<file path="config.mk">
export PLATFORM = sky130hd
export DESIGN_NAME = brres_top
export DESIGN_NICKNAME = d
export VERILOG_FILES = /design/src/rtl/brres_pkg.sv /design/src/rtl/brres_cond_eval.sv /design/src/rtl/brres_ctr_unit.sv /design/src/rtl/brres_target_gen.sv /design/src/rtl/brres_top.sv
export SDC_FILE = /design/constraint.sdc
export NUM_CORES = 1
export LEC_CHECK = 0
export ABC_AREA = 1
export BUFFER_PORTS_ARGS = -buffer_cell sky130_fd_sc_hd__buf_2
export CAP_MARGIN = 0
export CORE_AREA = 3 3 213 215
export DETAILED_ROUTE_END_ITERATION = 12
export DIE_AREA = 0 0 216 218
export MAX_ROUTING_LAYER = met4
export PLACE_DENSITY = 0.56
export SLEW_MARGIN = 20
export SYNTH_ARGS = -nofsm -noshare
export SYNTH_HDL_FRONTEND = slang
export SYNTH_HIERARCHICAL = 1
export SYNTH_SLANG_ARGS = --single-unit
</file>
<file path="constraint.sdc">
create_clock -name vclk -period 6.1
set_input_delay 1.22 -clock vclk [all_inputs]
set_output_delay 1.22 -clock vclk [all_outputs]
set_load 0.02 [all_outputs]
</file>
<file path="src/rtl/brres_pkg.sv">
package brres_pkg;
  typedef enum logic [1:0] {
    BK_UNCOND_IMM = 2'd0,
    BK_COND_IMM   = 2'd1,
    BK_COND_REG   = 2'd2,
    BK_RESERVED   = 2'd3
  } br_kind_e;

  localparam int unsigned INSN_BYTES = 4;
endpackage

</file>
<file path="src/rtl/brres_cond_eval.sv">
module brres_cond_eval #(
  parameter int unsigned CR_W    = 32,
  parameter int unsigned FIELD_W = 4,
  parameter int unsigned BI_W    = 5
) (
  input  logic [CR_W-1:0] cr_in,
  input  logic [BI_W-1:0] bi,
  input  logic            bypass,
  input  logic            sense,
  output logic            cond_ok
);
  localparam int unsigned NFIELD = CR_W / FIELD_W;
  localparam int unsigned SEL_W  = $clog2(NFIELD);
  localparam int unsigned POS_W  = BI_W - SEL_W;

  logic [FIELD_W-1:0] fld [NFIELD];
  logic [FIELD_W-1:0] cur_fld;
  logic [FIELD_W-1:0] rev_fld;
  logic [SEL_W-1:0]   fsel;
  logic [POS_W-1:0]   bpos;

  // Field 0 is the most significant nibble.
  for (genvar g = 0; g < NFIELD; g++) begin : g_fld
    assign fld[g] = cr_in[(NFIELD-1-g)*FIELD_W +: FIELD_W];
  end

  assign fsel    = bi[BI_W-1 -: SEL_W];
  assign bpos    = bi[POS_W-1:0];
  assign cur_fld = fld[fsel];

  // Bit 0 of a field is its most significant bit.
  for (genvar k = 0; k < FIELD_W; k++) begin : g_rev
    assign rev_fld[k] = cur_fld[FIELD_W-1-k];
  end

  assign cond_ok = bypass | (rev_fld[bpos] == sense);
endmodule

</file>
<file path="src/rtl/brres_ctr_unit.sv">
module brres_ctr_unit #(
  parameter int unsigned XLEN   = 64,
  parameter int unsigned NARROW = 32
) (
  input  logic [XLEN-1:0] ctr_in,
  input  logic            mode32,
  input  logic            bypass,
  input  logic            on_zero,
  output logic            ctr_ok,
  output logic [XLEN-1:0] ctr_next
);
  logic [XLEN-1:0] ctr_cmp;
  logic            nonzero;

  always_comb begin
    ctr_cmp = ctr_in;
    if (mode32) ctr_cmp = {{(XLEN-NARROW){1'b0}}, ctr_in[NARROW-1:0]};
  end

  assign nonzero  = |ctr_cmp;
  assign ctr_ok   = bypass | (nonzero ^ on_zero);
  assign ctr_next = ctr_in - {{(XLEN-1){1'b0}}, 1'b1};
endmodule

</file>
<file path="src/rtl/brres_target_gen.sv">
module brres_target_gen
  import brres_pkg::*;
#(
  parameter int unsigned XLEN = 64,
  parameter int unsigned LI_W = 24,
  parameter int unsigned BD_W = 14,
  parameter int unsigned XO_W = 10
) (
  input  br_kind_e        kind,
  input  logic [LI_W-1:0] li,
  input  logic [BD_W-1:0] bd,
  input  logic            aa,
  input  logic [XO_W-1:0] xo,
  input  logic [XLEN-1:0] cia,
  input  logic [XLEN-1:0] spr_a,
  input  logic [XLEN-1:0] spr_b,
  output logic [XLEN-1:0] target
);
  localparam int unsigned XO_SEL_HI = 9;
  localparam int unsigned XO_SEL_LO = 5;

  logic [XLEN-1:0] li_off, bd_off, imm_off, imm_tgt, reg_src, reg_tgt;
  logic            pick_a;

  assign li_off  = {{(XLEN-LI_W-2){li[LI_W-1]}}, li, 2'b00};
  assign bd_off  = {{(XLEN-BD_W-2){bd[BD_W-1]}}, bd, 2'b00};
  assign imm_off = (kind == BK_UNCOND_IMM) ? li_off : bd_off;
  assign imm_tgt = aa ? imm_off : (cia + imm_off);

  assign pick_a  = xo[XO_SEL_HI] & ~xo[XO_SEL_LO];
  assign reg_src = pick_a ? spr_a : spr_b;
  assign reg_tgt = {reg_src[XLEN-1:2], 2'b00};

  always_comb begin
    unique case (kind)
      BK_COND_REG: target = reg_tgt;
      BK_RESERVED: target = '0;
      default:     target = imm_tgt;
    endcase
  end
endmodule

</file>
<file path="src/rtl/brres_top.sv">
module brres_top
  import brres_pkg::*;
#(
  parameter int unsigned XLEN    = 64,
  parameter int unsigned CR_W    = 32,
  parameter int unsigned LI_W    = 24,
  parameter int unsigned BD_W    = 14,
  parameter int unsigned XO_W    = 10,
  parameter int unsigned BO_W    = 5,
  parameter int unsigned BI_W    = 5
) (
  input  logic [1:0]      op_kind,
  input  logic [LI_W-1:0] fld_li,
  input  logic [BD_W-1:0] fld_bd,
  input  logic            fld_aa,
  input  logic            fld_lk,
  input  logic [BO_W-1:0] fld_bo,
  input  logic [BI_W-1:0] fld_bi,
  input  logic [XO_W-1:0] fld_xo,
  input  logic [XLEN-1:0] cia,
  input  logic [CR_W-1:0] cr_in,
  input  logic [XLEN-1:0] ctr_in,
  input  logic [XLEN-1:0] spr_a,
  input  logic [XLEN-1:0] spr_b,
  input  logic            mode32,
  output logic [XLEN-1:0] nia_out,
  output logic            nia_vld,
  output logic [XLEN-1:0] lr_out,
  output logic            lr_we,
  output logic [XLEN-1:0] ctr_out,
  output logic            ctr_we
);
  localparam int unsigned BO_COND_BYP = 4;
  localparam int unsigned BO_COND_VAL = 3;
  localparam int unsigned BO_CTR_BYP  = 2;
  localparam int unsigned BO_CTR_ZERO = 1;
  localparam int unsigned NARROW      = XLEN / 2;

  br_kind_e        kind;
  logic            is_cond, cond_ok, ctr_ok;
  logic [XLEN-1:0] ctr_next, target;

  assign kind    = br_kind_e'(op_kind);
  assign is_cond = (kind == BK_COND_IMM) || (kind == BK_COND_REG);

  brres_cond_eval #(.CR_W(CR_W), .FIELD_W(4), .BI_W(BI_W)) u_cond (
    .cr_in  (cr_in),
    .bi     (fld_bi),
    .bypass (fld_bo[BO_COND_BYP]),
    .sense  (fld_bo[BO_COND_VAL]),
    .cond_ok(cond_ok)
  );

  brres_ctr_unit #(.XLEN(XLEN), .NARROW(NARROW)) u_ctr (
    .ctr_in  (ctr_in),
    .mode32  (mode32),
    .bypass  (fld_bo[BO_CTR_BYP]),
    .on_zero (fld_bo[BO_CTR_ZERO]),
    .ctr_ok  (ctr_ok),
    .ctr_next(ctr_next)
  );

  brres_target_gen #(.XLEN(XLEN), .LI_W(LI_W), .BD_W(BD_W), .XO_W(XO_W)) u_tgt (
    .kind  (kind),
    .li    (fld_li),
    .bd    (fld_bd),
    .aa    (fld_aa),
    .xo    (fld_xo),
    .cia   (cia),
    .spr_a (spr_a),
    .spr_b (spr_b),
    .target(target)
  );

  always_comb begin
    unique case (kind)
      BK_UNCOND_IMM: nia_vld = 1'b1;
      BK_RESERVED:   nia_vld = 1'b0;
      default:       nia_vld = cond_ok & ctr_ok;
    endcase
  end

  assign nia_out = target;
  assign lr_out  = cia + XLEN'(INSN_BYTES);
  assign lr_we   = fld_lk & (kind != BK_RESERVED);
  assign ctr_out = ctr_next;
  assign ctr_we  = is_cond & ~fld_bo[BO_CTR_BYP];
endmodule

</file>
Word-level counts from Yosys, hierarchy flattened
Index checks and enable logic that the tools add are counted.
Storage, ports and cells
  register bits: 0
  input bits: 351
  output and inout bits: 195
  logic and storage cells: 34
Cells by class
  add/sub/neg operators: 3
  $lt $le $gt $ge: 2
  equality and inequality tests: 5
  mux-type cells: 11
  bitwise operators: 10
  reduce and logical (&&, ||, !) cells: 3
Operators with widths (count)
  $mux 64: 4
  $pmux 64 s2: 1
  $add 64x3->64 const B: 1
  $add 64x64->64: 1
  $reduce_or 64->1: 1
  $sub 64x1->64 const B: 1
  $bmux 4 s3: 1
  $mux 4: 2
  $and 1x1->1: 4
  $eq 2x2->1 const B: 2
  $ge 4x4->1 const B: 1
  $not 3->4: 1
  $lt 2x3->1 const B: 1
  $bmux 1 s2: 1
  $eq 2x1->1 const B: 1
  $logic_not 2->1: 1
  $ne 2x2->1 const B: 1
  $not 1->1: 2
  $or 1x1->1: 2
  $pmux 1 s2: 1
  $eq 1x1->1: 1
  $logic_or 1x1->1: 1
  $mux 1: 1
  $xor 1x1->1: 1

Depth between registers and ports, before layout
Gate-level depths: netlist of the first run.
  word-level depth: 10
  mapped depth: 21
  gate-level depth less buffers: 19

Hierarchy
Netlist of the first run, hierarchy kept.
Modules (own cells, without submodules)
  brres_target_gen: times used 1, cells each 1642, area each 7578.5 sq um, seq. area each 0.0 sq um
  brres_ctr_unit: times used 1, cells each 452, area each 2272.2 sq um, seq. area each 0.0 sq um
  brres_top: times used 1, cells each 452, area each 2179.6 sq um, seq. area each 0.0 sq um
  brres_cond_eval: times used 1, cells each 81, area each 406.6 sq um, seq. area each 0.0 sq um

Worst setup path before layout of the first run
OpenSTA, ideal clock, no wires.
  path kind: in2out
  start point: input port op_kind[1]
  end point: output port nia_out[27]
  data arrival time: 3.548 ns
  setup slack: 1.332 ns
  cell stages on the path: 18
  path through: buf_4 > nor2_8 > nor2_2 > inv_2 > o21ai_2 > inv_2 > ha_1 > nand2_1 > inv_1 > nand2_1 > nand2_1 > inv_1 > nand2_1 > a21oi_1 > nand2_1 > or2_1 > nand3_1 > nand3_1
Between the ends
  word-level cells in the longest chain between the ends: 5
  elaborated cells between the ends (all ways): 7
  classes of those cells: 1 x add/sub; 2 x eq/ne; 3 x mux; 1 x reduce/logical
Ends and longest elaborated chain
  start, declared: line brres_top.sv:12  | input logic [1:0] op_kind,
  $logic_not 2->1: line brres_target_gen.sv:27  | assign imm_off = (kind == BK_UNCOND_IMM) ? li_off : bd_off;
  $mux 64: line brres_target_gen.sv:27
  $add 64x64->64: line brres_target_gen.sv:28  | assign imm_tgt = aa ? imm_off : (cia + imm_off);
  $mux 64: line brres_target_gen.sv:28
  $pmux 64 s2 (*): line brres_target_gen.sv:35  | unique case (kind)
  end, declared: line brres_top.sv:26  | output logic [XLEN-1:0] nia_out,
Every way passes the cells marked *; elsewhere a longest branch is shown, timed or not.

Worst setup path in the final report of the first run
  start point: input port op_kind[1]
  end point: output port nia_out[62]
Same word-level chain as after synthesis.

==> reports/metrics.cfg, run 1 <==
[status]
status=complete, no violations

[timing]
tightest_slew_ns=0.969
fmax_mhz=183
rsz0062_at_grt=no
worst_slack_ns=0.627
hold_viol_final=0
setup_violations=0
post-route-min-period_ns=5.47
period_share=0.897
timing.hold.ws_ns=2.68
setup_tns_ns=0
max-slew-margin-rel=0.353
slew_viol_final=0

[global_route]
antenna_found_initial=7
grt_pass1_wl_um=94600
grt_pass1_vias=16200
grt_usage=0.265
gr-total-overflow=0
grt_start_max_net_pins=63

[setup_path]
crit_fanout=32
cp_slowest_stage_delay_ns=0.34
worstPathRequired_ns=4.88
worstSetupPathType=in -> out
crit_slowest_cell=ha_1
startpoint_type=input port
cp-end-kind=primary output
critPathBufInv=6
crit_path_frequent_cell=nand2_1
arrival_ns=4.25
cp_cell_sequence=buf_2, nor2_8, nor2_2, inv_2, o21ai_2, inv_2, buf_12, ha_1, nand2_1, inv_1, a21oi_1, nand2_1, nand2_1, nand2_1, a21oi_1, nand2_1, nand2_1, nand3_1, nand2_1, buf_2
critPathTopFamily=simple AND/OR/NAND/NOR gates

[synth]
ys_types=46
syn_inst=2627
ys_seq_area_frac=0
yosysWarnings=6
synth_nets=3049
synth_area_um2=12400
synth.avg_cell_area_um2=4.73

[route]
drt-total-wl_um=64300
first_iter_violations=1436
drc=0
routed_via_density=4.74
wl_per_cell_um=17.2
ant_nets=0
dr.pass1.iters=6
vias=17700

[layout]
clock_buffers=0
seq_cells=0
layout_common_cells=nand2_1, buf_2, inv_1
multi_input_area_um2=10600
drive_gt1_frac=0.223
finalNonFillerCells=3729
fin_area_um2=15800
final_common_cell=nand2_1
regArea_um2=0
final_nets=3554
final_core_util=0.359
nFillCells=5337
area_growth_pct=26.7

[place]
dp.cells=3722
place_ws_ns=0.654
placed_cell_area_um2=15700
gp_congestion=0.992
hpwl_um=57300
portBuffers=533

[die]
die_w_um=216
die_area_um2=47100
core_area_um2=43900
rows=77
pin_count=546
die_y_um=218
initial_core_util=0.283

[clock_tree]
hold_buffers=0
ctsResizeCount=0
post-cts-setup-buffers=0

[flow_run]
cap_viol_max_count=0

[power]
finalPower_mw=1.45
ir_worst_vdd_mv=0.0684
cellPowerDensity_nw_per_um2=92.3
leakage_nw=9.40

[worst_hold_path]
hold_class=in -> out

==> cell usage after synthesis, types with 32 or more instances <==
cell type	number	area share
nand2_1	1013	0.31
inv_1	421	0.13
nor2_1	387	0.12
nand3_1	149	0.060
o21ai_0	117	0.047
ha_1	70	0.070
xor2_1	60	0.042
a21oi_1	47	0.019
nor2_2	38	0.019
xnor2_1	34	0.024
nand2_2	32	0.016
==> layout make-up <==
type	instances	share of cell area
Multi-Input combinational cell	2140	0.670
Inverter	447	0.107
Timing Repair Buffer	543	0.175
Tap cell	592	0.0470
Antenna cell	7	0.00111
==> layer usage <==
| layer | routed length (um) | up-vias | track usage |
|---|---|---|---|
| met5 | 0 | - | - |
| met4 | 1640 | 0 | 0.0668 |
| met3 | 3940 | 83 | 0.0263 |
| met2 | 30000 | 688 | 0.444 |
| met1 | 28800 | 7835 | 0.344 |
| li1 | - | 9064 | - |
==> path summary, 6_finish.rpt <==
path	startpoint	end	slack (ns)	cells after the start
min	cia[1]	lr_out[1]	2.68	2
max	op_kind[1]	nia_out[62]	0.63	20
==> report_power, final <==
group          leakage (nW)  internal, mW    total, mW  switching, mW
Clock             0.0000435   0.000000141  0.000000141              0
Sequential                0             0            0              0
Combinational          9.40         0.467         1.45          0.986
==> kinds of logic (layout without fill, tap and decap cells) <==
group / Yosys count / in the layout / synth area share
other: 0 / 7 / 0
buffers and inverters: 487 / 990 / 0.153
AO/OA/AOI/OAI: 233 / 233 / 0.103
XOR/XNOR: 95 / 95 / 0.0675
AND/OR/NAND/NOR: 1741 / 1741 / 0.605
adder cells (fa/ha/maj): 71 / 71 / 0.0720
(Power assumes the default switching activity.)
==> inputs of run 2 (changes only) <==
--- a/config.mk
+++ b/config.mk
@@ -8,11 +8,11 @@
 export ABC_AREA = 1
 export BUFFER_PORTS_ARGS = -buffer_cell sky130_fd_sc_hd__buf_2
 export CAP_MARGIN = 0
-export CORE_AREA = 3 3 213 215
+export CORE_AREA = 3 3 209 211
 export DETAILED_ROUTE_END_ITERATION = 12
-export DIE_AREA = 0 0 216 218
+export DIE_AREA = 0 0 212 214
 export MAX_ROUTING_LAYER = met4
-export PLACE_DENSITY = 0.56
+export PLACE_DENSITY = 0.58
 export SLEW_MARGIN = 20
 export SYNTH_ARGS = -nofsm -noshare
 export SYNTH_HDL_FRONTEND = slang
==> run 2 against run 1 <==
Compared with the run above: combinational power about the same; sequential share of layout area unchanged; non-clock buffer count grew 25; count of clock-buffer cells in the layout did not move; global-route usage rose by 0.84 points; hold slack improved by 0.022 ns.
==> reports/metrics.cfg, run 2 (same netlist as run 1, synthesis figures left out) <==
[status]
status=complete, no violations

[route]
first_iter_violations=1239  ; -14%
vias=17600  ; -0.58%
wl_per_cell_um=17.3  ; about the same
routed_via_density=4.75  ; +0.14%
drt-total-wl_um=63900  ; -0.70%
drc=0  ; unchanged
ant_nets=0  ; unchanged
dr.pass1.iters=6  ; unchanged

[setup_path]
cp_cell_sequence=buf_2, nor2_8, inv_2, buf_4, nand2_1, nand2_1, ha_1, inv_1, fa_1, inv_1, nand3_1, nand3_1, nand2_1, nand2_1, nand2_1, nand2_1, nand2_1, nand4_1, nand3_1, nand2_1, buf_2
worstSetupPathType=in -> out
worstPathRequired_ns=4.88  ; about the same
cp-end-kind=primary output
critPathBufInv=6  ; unchanged
arrival_ns=4.34  ; +0.09 ns
crit_fanout=22  ; -31%
cp_slowest_stage_delay_ns=0.35  ; about the same
startpoint=op_kind[0]
critPathTopFamily=simple AND/OR/NAND/NOR gates
crit_slowest_cell=fa_1
crit_path_frequent_cell=nand2_1
startpoint_type=input port

[global_route]
grt_start_max_net_pins=63  ; unchanged
grt_pass1_wl_um=94200  ; -0.36%
antenna_found_initial=8  ; +1
gr-total-overflow=0  ; unchanged
grt_pass1_vias=16600  ; +2.3%
grt_usage=0.274  ; +0.00840

[power]
ir_worst_vdd_mv=0.0566  ; -17%
leakage_nw=9.52  ; +1.3%
cellPowerDensity_nw_per_um2=93.0  ; +0.83%

[timing]
rsz0062_at_grt=no
slew_viol_final=0  ; unchanged
hold_viol_final=0  ; unchanged
post-route-min-period_ns=5.56  ; +0.0887 ns
period_share=0.912  ; +0.0145
fmax_mhz=180  ; -1.6%
max-slew-margin-rel=0.494  ; +0.141
tightest_slew_ns=0.757  ; -0.212 ns
worst_slack_ns=0.538  ; -0.0887 ns
setup_tns_ns=0  ; unchanged
setup_violations=0  ; unchanged

[die]
rows=75  ; -2.6%
core_area_um2=41900  ; -4.5%
initial_core_util=0.296  ; +0.0134
die_w_um=212  ; -1.9%
pin_count=546  ; unchanged
die_y_um=214  ; -1.8%
die_area_um2=45400  ; -3.7%

[layout]
clock_buffers=0  ; unchanged
layout_common_cells=nand2_1, buf_2, inv_1
final_common_cell=nand2_1
area_growth_pct=27.6
regArea_um2=0  ; unchanged
drive_gt1_frac=0.229  ; +0.00616
seq_cells=0  ; unchanged
nFillCells=4956  ; -7.1%
final_nets=3579  ; +0.70%
multi_input_area_um2=10600  ; unchanged

[clock_tree]
post-cts-setup-buffers=0  ; unchanged
hold_buffers=0  ; unchanged
ctsResizeCount=0  ; unchanged

[place]
place_ws_ns=0.558  ; -0.0957 ns
gp_congestion=0.964  ; -2.8%
hpwl_um=57300  ; about the same
portBuffers=533  ; unchanged

[worst_hold_path]
hold_class=in -> out
hold_depth=2  ; unchanged
hold_path_end=lr_out[0]
min_from=cia[0]

[flow_run]
cap_viol_max_count=0  ; unchanged

-- run 2: cell count changes in the layout (fill, tap and decap cells not counted) --
cell	before	now
buf_4	9	34
diode_2	7	8
-- run 2: power by group --
group          internal, mW  switching [mW]
clock network   0.000000142               0
logic                 0.487           0.990
registers                 0               0
-- run 2: worst max path at each step --
stage | endpoint | depth (start not counted) | slack [ns]
3_3_place_gp | nia_out[50] | 21 | 0.60
2_1_floorplan | nia_out[27] | 18 | 1.33
5_1_grt | nia_out[60] | 18 | 0.23
6_report | nia_out[50] | 21 | 0.54
3_5_place_dp | nia_out[50] | 21 | 0.56
4_1_cts | nia_out[50] | 21 | 0.56
-- run 2: stage by stage --
step	utilization	cells	total power, mW	hold slack, ns	cell area (um^2)
final	0.378	3702	1.48	2.70	15900
after global routing	0.378	3702	1.63	2.71	15900
after CTS	0.378	3694	1.47	2.70	15900
after detailed placement	0.378	3694	1.46	2.70	15900
after global placement	0.378	3694	1.46	2.69	15900
after floorplan	-	2627	0.891	2.52	12400
-- run 2: metal layers --
layer,share of wire,GRT usage,vias up
li1,-,-,9104
met1,0.45,0.356,7709
met2,0.47,0.464,673
met3,0.063,0.0231,81
met4,0.023,0.0543,0
met5,0,-,-
-- run 2: final cells by class --
cell class         instances  share of cell area
multi-input cells       2140               0.665
repair buffers           568               0.185
inverters                447               0.106
well taps                539              0.0425
diodes                     8             0.00126
==> inputs of run 3 (changes only) <==
--- a/config.mk
+++ b/config.mk
@@ -11,10 +11,10 @@
 export CORE_AREA = 3 3 209 211
 export DETAILED_ROUTE_END_ITERATION = 12
 export DIE_AREA = 0 0 212 214
+export GPL_ROUTABILITY_DRIVEN = 0
 export MAX_ROUTING_LAYER = met4
-export PLACE_DENSITY = 0.58
+export PLACE_DENSITY = 0.56
 export SLEW_MARGIN = 20
 export SYNTH_ARGS = -nofsm -noshare
 export SYNTH_HDL_FRONTEND = slang
-export SYNTH_HIERARCHICAL = 1
 export SYNTH_SLANG_ARGS = --single-unit
==> run 3 against run 2 <==
Compared with the run above: sequential cell count stayed put; sequential share of layout area unchanged; synthesized cell count decreased by 6.4%; via count shrank 3.6%; first-iteration DRC count up 7.0%; fmax fell by 4.8%; combinational power about the same; non-clock buffer count fell by 19; largest power group unchanged.
==> reports/metrics.cfg, run 3 <==
[status]
status=complete, no violations

[synth]
ys_top_cells_by_count=nand2_1, inv_1, nor2_1
yosysWarnings=0  ; -6
synth.avg_cell_area_um2=4.77  ; +0.76%
syn_inst=2458  ; -6.4%
synth.most_common_cell=nand2_1
ys_types=42  ; -8.7%
synth_area_um2=11700  ; -5.7%
yosysTopAreaCell=nand2_1
synth_area_leaders=nand2_1, inv_1, nor2_1
synth_top_area_share=0.261  ; -0.0448
synth_nets=2884  ; -5.4%
ys_seq_area_frac=0  ; unchanged

[setup_path]
crit_slowest_cell=o21ai_0
worstSetupPathType=in -> out
arrival_ns=4.62  ; +0.28 ns
cp_slowest_stage_delay_ns=0.48  ; +0.13 ns
cp.depth=20  ; -4.8%
critPathBufInv=9  ; +3
startpoint_type=input port
worstPathRequired_ns=4.88  ; about the same
critPathTopFamily=buffers and inverters
cp-end-kind=primary output
cp_cell_sequence=buf_2, inv_1, ha_1, inv_1, o21ai_1, inv_1, buf_12, ha_1, nand2_1, nand2_1, inv_1, nand2_1, inv_1, nand2_1, a21oi_1, nand2_1, o21ai_0, buf_4, nand3_1, buf_2
crit_fanout=35  ; +59%

[power]
ir_worst_vdd_mv=0.0415  ; -27%
leakage_nw=8.89  ; -6.6%
cellPowerDensity_nw_per_um2=96.7  ; +3.9%
finalPower_mw=1.46  ; -1.4%

[die]
core_area_um2=41900  ; unchanged
pin_count=546  ; unchanged
initial_core_util=0.280  ; -0.0170
die_area_um2=45400  ; unchanged
die_y_um=214  ; unchanged
die_w_um=212  ; unchanged
rows=75  ; unchanged

[timing]
period_share=0.958  ; +0.0458
max-slew-margin-rel=0.367  ; -0.127
rsz0062_at_grt=no
tightest_slew_ns=0.940  ; +0.182 ns
slew_viol_final=0  ; unchanged
fmax_mhz=171  ; -4.8%
worst_slack_ns=0.259  ; -0.279 ns
hold_viol_final=0  ; unchanged
setup_tns_ns=0  ; unchanged
post-route-min-period_ns=5.84  ; +0.279 ns
setup_violations=0  ; unchanged

[route]
drc=0  ; unchanged
wl_per_cell_um=17.8  ; +3.3%
first_iter_violations=1326  ; +7.0%
routed_via_density=4.82  ; +1.5%
ant_nets=0  ; unchanged
vias=16900  ; -3.6%
dr.pass1.iters=6  ; unchanged
drt-total-wl_um=62700  ; -1.9%

[layout]
drive_gt1_frac=0.206  ; -0.0226
seq_cells=0  ; unchanged
layout_common_cells=nand2_1, buf_2, inv_1
final_nets=3395  ; -5.1%
area_growth_pct=28.5
finalNonFillerCells=3517  ; -5.0%
regArea_um2=0  ; unchanged
final_common_cell=nand2_1
nFillCells=5126  ; +3.4%
clock_buffers=0  ; unchanged

[global_route]
antenna_found_initial=18  ; +10
met2_usage=0.464  ; unchanged
grt_usage=0.267  ; -0.00655
gr-total-overflow=0  ; unchanged
grt_start_max_net_pins=63  ; unchanged
grtUsageMet1=0.327  ; -0.0289
grt_pass1_wl_um=91500  ; -2.9%
grt.busiest_layer=met2
grt_use_met3=0.0248  ; +0.00161
grt_pass1_vias=16000  ; -3.7%

[place]
dp.cells=3506  ; -5.1%
place_ws_ns=0.112  ; -0.446 ns
hpwl_um=55700  ; -2.7%
portBuffers=533  ; unchanged

[clock_tree]
hold_buffers=0  ; unchanged

[flow_run]
cap_viol_max_count=0  ; unchanged

[worst_hold_path]
hold_class=in -> out
hold_depth=3  ; +1

-- run 3: worst paths after layout --
path | start | to | slack, ns
max | op_kind[0] | nia_out[29] | 0.26
min | fld_bo[2] | ctr_we | 2.72
-- run 3: logic make-up (layout without fill, tap and decap cells) --
| kind of cell | after synthesis | count (layout) | share of synthesized area |
|---|---|---|---|
| adders and majority gates | 75 | 75 | 0.0807 |
| other | 0 | 11 | 0 |
| AOI/OAI and AO/OA | 211 | 211 | 0.0936 |
| buffers and inverters | 477 | 986 | 0.154 |
| xor gates and xnor gates | 136 | 136 | 0.102 |
| and+or+nand+nor | 1559 | 1559 | 0.570 |
-- run 3: through the flow --
stage	cell area (um^2)	utilization	hold WS [ns]
6_report	15100	0.359	2.72
5_1_grt	15100	0.359	2.73
3_5_place_dp	15000	0.359	2.72
2_1_floorplan	11700	-	2.52
3_3_place_gp	15000	0.359	2.72
4_1_cts	15000	0.359	2.72
-- run 3: where the power goes --
part / switching [mW] / internal, mW / leakage [nW] / total (mW)
clock network: 0 / 0.000000242 / 0.0000697 / 0.000000242
registers: 0 / 0 / 0 / 0
logic: 0.984 / 0.472 / 8.89 / 1.46
total: 0.984 / 0.472 / 8.89 / 1.46
-- run 3: layout make-up --
| class | count | area, um^2 | area share |
|---|---|---|---|
| timing repair buffer | 549 | 2800 | 0.186 |
| tap | 539 | 674 | 0.0448 |
| multi-input combinational | 1981 | 9920 | 0.659 |
| antenna | 11 | 27.5 | 0.00183 |
| inverter | 437 | 1640 | 0.109 |
-- run 3: per-layer routing --
metal	routed length (um)	share of wire
met5	0	0
met4	2190	0.035
met3	4010	0.064
met2	29800	0.48
met1	26600	0.42
-- run 3: what timing repair did --
item	CTS	global route
gates resized for setup	0	1
endpoints found under the setup margin	0	13
setup buffers	0	0
